--- config.mk ---
export PLATFORM = sky130hd
export DESIGN_NAME = csma_tx_ctrl
export DESIGN_NICKNAME = d
export VERILOG_FILES = /design/src/rtl/txc_pkg.sv /design/src/rtl/txc_frame_buf.sv /design/src/rtl/txc_lfsr.sv /design/src/rtl/txc_draw.sv /design/src/rtl/csma_tx_ctrl.sv
export SDC_FILE = /design/constraint.sdc
export NUM_CORES = 1
export LEC_CHECK = 0
export BUFFER_PORTS_ARGS = -buffer_cell sky130_fd_sc_hd__buf_2
export CAP_MARGIN = 0
export CORE_AREA = 2 2 384 386
export DETAILED_ROUTE_END_ITERATION = 7
export DIE_AREA = 0 0 386 388
export PLACE_DENSITY_LB_ADDON = 0.05
export SLEW_MARGIN = 15
export SYNTH_ARGS = -nofsm -noshare
export SYNTH_HDL_FRONTEND = slang
export SYNTH_HIERARCHICAL = 1
export SYNTH_SLANG_ARGS = --single-unit
--- constraint.sdc ---
create_clock -name clk_i -period 3.4 [get_ports clk_i]
set_input_delay 0.34 -clock clk_i [delete_from_list [all_inputs] [get_ports clk_i]]
set_output_delay 0.34 -clock clk_i [all_outputs]
set_load 0.005 [all_outputs]
--- src/rtl/txc_pkg.sv ---
package txc_pkg;
    typedef enum logic [2:0] {
        ST_IDLE,
        ST_DEFER,
        ST_SEND,
        ST_JAM,
        ST_BACKOFF
    } txc_state_e;

    localparam int unsigned LFSR_W   = 16;
    localparam logic [7:0]  JAM_BYTE = 8'hAA;

    // one shift of the random source: taps 16,14,13,11
    function automatic logic [LFSR_W-1:0] lfsr_next(input logic [LFSR_W-1:0] v);
        return {v[LFSR_W-2:0], v[15] ^ v[13] ^ v[12] ^ v[10]};
    endfunction
endpackage

--- src/rtl/txc_frame_buf.sv ---
module txc_frame_buf #(
    parameter int unsigned DEPTH = 128,
    parameter int unsigned AW    = $clog2(DEPTH)
) (
    input  logic          clk_i,
    input  logic          we_i,
    input  logic [AW-1:0] waddr_i,
    input  logic [7:0]    wdata_i,
    input  logic [AW-1:0] raddr_i,
    output logic [7:0]    rdata_o
);
    logic [7:0] mem_q [DEPTH];

    always_ff @(posedge clk_i) begin
        if (we_i) begin
            mem_q[waddr_i] <= wdata_i;
        end
    end

    assign rdata_o = mem_q[raddr_i];
endmodule

--- src/rtl/txc_lfsr.sv ---
module txc_lfsr
    import txc_pkg::*;
#(
    parameter logic [LFSR_W-1:0] SEED = 16'hACE1
) (
    input  logic              clk_i,
    input  logic              rst_ni,
    input  logic              step_i,
    output logic [LFSR_W-1:0] value_o
);
    logic [LFSR_W-1:0] lfsr_d, lfsr_q;

    always_comb begin
        lfsr_d = step_i ? lfsr_next(lfsr_q) : lfsr_q;
    end

    always_ff @(posedge clk_i or negedge rst_ni) begin
        if (!rst_ni) lfsr_q <= SEED;
        else         lfsr_q <= lfsr_d;
    end

    assign value_o = lfsr_q;


    lfsr_idle_chk: assert property (@(posedge clk_i) disable iff (!rst_ni)
        !step_i |=> $stable(lfsr_q));


    lfsr_live_chk: assert property (@(posedge clk_i) disable iff (!rst_ni)
        lfsr_q != '0);
endmodule

--- src/rtl/txc_draw.sv ---
module txc_draw #(
    parameter int unsigned MAX_EXP = 10,
    parameter int unsigned ATT_W   = 5,
    parameter int unsigned SRC_W   = 16
) (
    input  logic [ATT_W-1:0]   attempt_i,
    input  logic [SRC_W-1:0]   rand_i,
    output logic [MAX_EXP-1:0] slots_o
);
    // bit g of the window opens once the attempt number exceeds g
    for (genvar g = 0; g < MAX_EXP; g++) begin : g_win
        assign slots_o[g] = rand_i[g] & (int'(attempt_i) > g);
    end
endmodule

--- src/rtl/csma_tx_ctrl.sv ---
module csma_tx_ctrl
    import txc_pkg::*;
#(
    parameter int unsigned       BUF_DEPTH     = 128,
    parameter int unsigned       MIN_LEN       = 64,
    parameter int unsigned       JAM_LEN       = 4,   // at least 2
    parameter int unsigned       ATTEMPT_LIMIT = 16,
    parameter int unsigned       MAX_EXP       = 10,
    parameter logic [LFSR_W-1:0] LFSR_SEED     = 16'hACE1
) (
    input  logic       clk_i,
    input  logic       rst_ni,
    input  logic       in_valid_i,
    input  logic [7:0] in_data_i,
    input  logic       in_sof_i,
    input  logic       in_last_i,
    output logic       in_ready_o,
    input  logic       carrier_sense_i,
    input  logic       collision_i,
    input  logic       slot_tick_i,
    output logic       tx_valid_o,
    output logic [7:0] tx_data_o,
    output logic       tx_done_o,
    output logic       tx_excess_o
);
    localparam int unsigned AW    = $clog2(BUF_DEPTH);
    localparam int unsigned LEN_W = $clog2(BUF_DEPTH + 1);
    localparam int unsigned SPAN  = (BUF_DEPTH > MIN_LEN) ? BUF_DEPTH : MIN_LEN;
    localparam int unsigned CNT_W = $clog2(SPAN + 1);
    localparam int unsigned ATT_W = $clog2(ATTEMPT_LIMIT + 1);
    localparam int unsigned JC_W  = $clog2(JAM_LEN + 1);

    typedef struct packed {
        txc_state_e         state;
        logic [LEN_W-1:0]   len;
        logic [CNT_W-1:0]   rptr;
        logic [JC_W-1:0]    jcnt;
        logic [ATT_W-1:0]   attempt;
        logic [MAX_EXP-1:0] boff;
        logic               tx_valid;
        logic [7:0]         tx_data;
        logic               done;
        logic               excess;
    } ctl_t;

    ctl_t r_d, r_q;

    logic              buf_we;
    logic [LEN_W-1:0]  wr_idx;
    logic [7:0]        buf_rdata;
    logic              lfsr_step;
    logic [LFSR_W-1:0] lfsr_val;
    logic [ATT_W-1:0]  att_next;
    logic [MAX_EXP-1:0] draw;
    logic [CNT_W-1:0]  len_ext;
    logic [CNT_W-1:0]  send_len;

    txc_frame_buf #(.DEPTH(BUF_DEPTH), .AW(AW)) frame_buf_i (
        .clk_i   (clk_i),
        .we_i    (buf_we),
        .waddr_i (wr_idx[AW-1:0]),
        .wdata_i (in_data_i),
        .raddr_i (r_q.rptr[AW-1:0]),
        .rdata_o (buf_rdata)
    );

    txc_lfsr #(.SEED(LFSR_SEED)) lfsr_i (
        .clk_i   (clk_i),
        .rst_ni  (rst_ni),
        .step_i  (lfsr_step),
        .value_o (lfsr_val)
    );

    txc_draw #(.MAX_EXP(MAX_EXP), .ATT_W(ATT_W), .SRC_W(LFSR_W)) draw_i (
        .attempt_i (att_next),
        .rand_i    (lfsr_val),
        .slots_o   (draw)
    );

    assign wr_idx   = in_sof_i ? '0 : r_q.len;
    assign att_next = r_q.attempt + ATT_W'(1);
    assign len_ext  = CNT_W'(r_q.len);
    assign send_len = (len_ext < CNT_W'(MIN_LEN)) ? CNT_W'(MIN_LEN) : len_ext;

    always_comb begin
        r_d          = r_q;
        r_d.tx_valid = 1'b0;
        r_d.tx_data  = '0;
        r_d.done     = 1'b0;
        r_d.excess   = 1'b0;
        buf_we       = 1'b0;
        lfsr_step    = 1'b0;

        unique case (r_q.state)
            ST_IDLE: begin
                if (in_valid_i) begin
                    if (wr_idx < LEN_W'(BUF_DEPTH)) begin
                        buf_we  = 1'b1;
                        r_d.len = wr_idx + LEN_W'(1);
                    end
                    if (in_last_i) begin
                        r_d.state   = ST_DEFER;
                        r_d.attempt = '0;
                    end
                end
            end
            ST_DEFER: begin
                if (!carrier_sense_i) begin
                    r_d.state = ST_SEND;
                    r_d.rptr  = '0;
                end
            end
            ST_SEND: begin
                r_d.tx_valid = 1'b1;
                if (collision_i) begin
                    r_d.tx_data = JAM_BYTE;
                    r_d.jcnt    = JC_W'(1);
                    r_d.state   = ST_JAM;
                end else begin
                    r_d.tx_data = (r_q.rptr < len_ext) ? buf_rdata : 8'h00;
                    r_d.rptr    = r_q.rptr + CNT_W'(1);
                    if (r_q.rptr == send_len - CNT_W'(1)) begin
                        r_d.state = ST_IDLE;
                        r_d.done  = 1'b1;
                        r_d.len   = '0;
                    end
                end
            end
            ST_JAM: begin
                r_d.tx_valid = 1'b1;
                r_d.tx_data  = JAM_BYTE;
                r_d.jcnt     = r_q.jcnt + JC_W'(1);
                if (r_q.jcnt == JC_W'(JAM_LEN - 1)) begin
                    if (att_next == ATT_W'(ATTEMPT_LIMIT)) begin
                        r_d.state   = ST_IDLE;
                        r_d.excess  = 1'b1;
                        r_d.len     = '0;
                        r_d.attempt = '0;
                    end else begin
                        lfsr_step   = 1'b1;
                        r_d.attempt = att_next;
                        r_d.boff    = draw;
                        r_d.state   = (draw == '0) ? ST_DEFER : ST_BACKOFF;
                    end
                end
            end
            ST_BACKOFF: begin
                if (slot_tick_i) begin
                    r_d.boff = r_q.boff - MAX_EXP'(1);
                    if (r_q.boff == MAX_EXP'(1)) begin
                        r_d.state = ST_DEFER;
                    end
                end
            end
            default: r_d.state = ST_IDLE;
        endcase
    end

    always_ff @(posedge clk_i or negedge rst_ni) begin
        if (!rst_ni) begin
            r_q <= '{state: ST_IDLE, default: '0};
        end else begin
            r_q <= r_d;
        end
    end

    assign in_ready_o  = (r_q.state == ST_IDLE);
    assign tx_valid_o  = r_q.tx_valid;
    assign tx_data_o   = r_q.tx_data;
    assign tx_done_o   = r_q.done;
    assign tx_excess_o = r_q.excess;


    defer_quiet_chk: assert property (@(posedge clk_i) disable iff (!rst_ni)
        (r_q.state == ST_DEFER && carrier_sense_i) |=> !tx_valid_o);


    jam_start_chk: assert property (@(posedge clk_i) disable iff (!rst_ni)
        (r_q.state == ST_SEND && collision_i) |=> (tx_valid_o && tx_data_o == JAM_BYTE));


    backoff_hold_chk: assert property (@(posedge clk_i) disable iff (!rst_ni)
        (r_q.state == ST_BACKOFF && !slot_tick_i) |=>
            (r_q.state == ST_BACKOFF && $stable(r_q.boff)));


    len_frozen_chk: assert property (@(posedge clk_i) disable iff (!rst_ni)
        (r_q.state == ST_DEFER || r_q.state == ST_BACKOFF) |=> $stable(r_q.len));


    done_with_byte_chk: assert property (@(posedge clk_i) disable iff (!rst_ni)
        tx_done_o |-> (tx_valid_o && !tx_excess_o));


    drop_ready_chk: assert property (@(posedge clk_i) disable iff (!rst_ni)
        tx_excess_o |-> (in_ready_o && tx_valid_o && tx_data_o == JAM_BYTE));


    attempt_bound_chk: assert property (@(posedge clk_i) disable iff (!rst_ni)
        r_q.attempt < ATT_W'(ATTEMPT_LIMIT));
endmodule

==> impl_metrics.env <==
export IMPL_core_sq_um=145000
export IMPL_dr_pass1_iters=6
export IMPL_period_minus_slack_ns=3.30
export IMPL_crit_buf_inv=2
export IMPL_slowest_stage="mux4_2"
export IMPL_timing_fmax_mhz=303
export IMPL_cts_tree="built"
export IMPL_die_x_microns=386
export IMPL_cp_cell_sequence="buf_12 > buf_4 > mux4_2 > mux4_2 > mux4_2 > mux2_2 > and4_1"
export IMPL_synth_top_area_share_pct=70.8
export IMPL_drive_gt1_share_pct=35.0
export IMPL_power_leakage_nw=16.6
export IMPL_cp_end_kind="flop"
export IMPL_syn_inst=2045
export IMPL_syn2layout_area_growth_pct=20.0
export IMPL_routedWlPerCell_microns=28.0
export IMPL_final_period_utilization_pct=97.0
export IMPL_diodes=0
export IMPL_fillers=13300
export IMPL_clock_path_buffers=3
export IMPL_clk_pin_slew_ns=0.06
export IMPL_critPathMaxStageDelay_ns=0.60
export IMPL_hp_class="input port to flop"
export IMPL_numCtsBuffers=131
export IMPL_pre_cts_ws_ns=0.0610
export IMPL_yosys_register_bits=1088
export IMPL_path_class="flop to flop"
export IMPL_vdd_drop_max_mv=0.393
export IMPL_cts_resized=0
export IMPL_antenna_found_initial=15
export IMPL_min_path_cells=4
export IMPL_rsz0062_at_grt="no"
export IMPL_syn_nets=2076
export IMPL_overflow=0
export IMPL_ios=28
export IMPL_worstPathRequired_ns=4.03
export IMPL_cap_violations=0
export IMPL_grt_max_degree=81
export IMPL_synth_seq_area_share_pct=74.5
export IMPL_synth_area_sq_um=43500
export IMPL_viasPerCell=4.93
export IMPL_status="finished, final reports clean"
export IMPL_crit_family="multiplexers"
export IMPL_portBuffers=27
export IMPL_die_h_microns=388
export IMPL_rows=140
export IMPL_synth_async_reset_ratio_pct=5.88
export IMPL_design_die_area_sq_um=150000
export IMPL_cp_arrival_ns=3.93
export IMPL_yosysTopAreaCell="edfxtp_1"
export IMPL_htree_levels=4
export IMPL_path_depth=7
export IMPL_finalHoldViolations=0
export IMPL_cts_sinks=1088
export IMPL_drt_iter0_markers=1880
export IMPL_slew_viol_final=0
export IMPL_start_kind="flop"
export IMPL_fin_area_sq_um=52200
export IMPL_drcViolationCount=0
export IMPL_final_nets=2377
export IMPL_avgSynthCellArea_sq_um=21.2
export IMPL_grt_first_pass_wirelength_microns=175000
export IMPL_slew_headroom_pct=26.3
export IMPL_p_per_area_nw_per_um2=748
export IMPL_cts_root_buffer="clkbuf_16"
export IMPL_grtUsageTotal_pct=16.5
export IMPL_globalplace_congestion=0.773
export IMPL_finalSetupTns_ns=0
export IMPL_r2r_cells=7
export IMPL_hpwl_microns=79300
export IMPL_via_count=21500
export IMPL_mostFrequentLayoutCells="edfxtp_1 (1024), mux4_2 (336), buf_4 (226)"
export IMPL_placedInstanceArea_sq_um=47800
export IMPL_synthFlopType="edfxtp_1"
export IMPL_tightest_slew_ns=1.10
export IMPL_crit_fanout=13
export IMPL_grt_pass1_vias=22600
export IMPL_crit_top_cell="mux4_2"
export IMPL_synth_top_cells_by_area="edfxtp_1 (71%), mux4_2 (17%), dfrtp_1 (3.2%)"
export IMPL_clkLatencyLatePin_ns=0.76
export IMPL_finalClockSkew_ns=0.0185
export IMPL_final_common_cell="edfxtp_1"
export IMPL_synth_distinct_cells=65
export IMPL_synth_edf_count=1024
export IMPL_layout_setup_ws_ns=0.101
export IMPL_drtAntennaViolNets=0
export IMPL_setup_viol=0
export IMPL_initial_core_util_pct=29.9
export IMPL_routed_wl_microns=122000
export IMPL_yosysWarnings=6
where the power goes:
| part | switching [mW] | leakage [nW] | total, mW | internal (mW) |
|---|---|---|---|---|
| Combinational | 5.22 | 4.49 | 10.0 | 4.78 |
| Clock | 5.63 | 2.08 | 13.8 | 8.18 |
| Sequential | 0.301 | 10.0 | 15.2 | 14.9 |
worst register-to-register path, delay by kind of cell (launching register included):
kind	cells	cell delay (ns)
buffers and inverters	2	0.50
flip-flops	1	0.52
AND/OR/NAND/NOR	1	0.15
multiplexers	4	2.01
layout make-up:
type                    instances  area [sq um]  share of cell area [%]
clock inverters                75           830                    1.59
clock buffers                 161          3440                    6.60
repair buffers                287          2590                    4.97
well taps                    1917          2400                    4.60
inverters                      17          63.8                   0.122
flip-flops and latches       1088         32400                    62.1
multi-input cells             821         10500                    20.0
flip-flops by register name, summed over array words and instances, names as in the netlist:
signal	cells
tx_excess_o	1
tx_done_o	1
tx_valid_o	1
len_ext	8
tx_data_o	8
frame_buf_i/mem_q	1024
r_q	29
lfsr_i/value_o	16
Yosys cell counts, types with 11 or more instances:
cell type	n
buf_4	19
dfrtp_1	56
nand3_1	29
nor2_1	168
buf_1	18
ha_1	15
nor2b_1	13
a21oi_1	19
mux4_2	336
mux2_2	17
o21ai_0	31
nand2_1	37
nor3_1	27
nand2b_1	11
buf_2	17
edfxtp_1	1024
clkbuf_1	61
inv_1	17
xor2_1	11
cells by family (layout without fill, tap and decap cells):
group / Yosys count / in the layout / synth area share (%)
compound gates: 102 / 102 / 1.64
fa+ha+maj: 15 / 15 / 0.432
buf+inv: 136 / 540 / 1.48
xor+xnor: 20 / 20 / 0.438
flops: 1088 / 1088 / 74.5
simple gates: 323 / 323 / 3.40
mux: 361 / 361 / 18.1
path summary, 6_finish.rpt:
path / start / end / slack, ns
max in group asynchronous: rst_ni / lfsr_i/value_o[11]$_DFFE_PN1P_ / 2.48
worst min register to register: lfsr_i/value_o[14]$_DFFE_PN0P_ / lfsr_i/value_o[14]$_DFFE_PN0P_ / 0.51
worst max-delay path: r_q[29]$_DFFE_PN0P_ / tx_data_o[4]$_DFF_PN0_ / 0.10
worst min-delay path: in_last_i / r_q[22]$_DFFE_PN0P_ / 0.09
min in group asynchronous: rst_ni / len_ext[0]$_DFFE_PN0P_ / 0.19
worst max register to register: r_q[29]$_DFFE_PN0P_ / tx_data_o[4]$_DFF_PN0_ / 0.10
stage by stage:
stage                     instances  hold WS, ns  util [%]  power [mW]
after floorplan                2045       0.0444         -        21.5
final                          4366       0.0905      35.9        39.0
after global routing           4366       0.0676      35.9        40.7
after detailed placement       4126        0.442      32.9        25.7
after global placement         4126        0.433      32.9        25.7
after CTS                      4366      0.00246      35.9        39.8
repair_timing:
action	CTS	global route
hold endpoints to repair	29	0
hold buffers	4	0
setup buffers	0	0
per-layer routing:
layer	share of wire (%)	track usage [%]
met1	47	23.9
met2	47	25.8
met3	4.8	3.03
met4	1.5	3.59
met5	0	0
(Power assumes the default switching activity.)
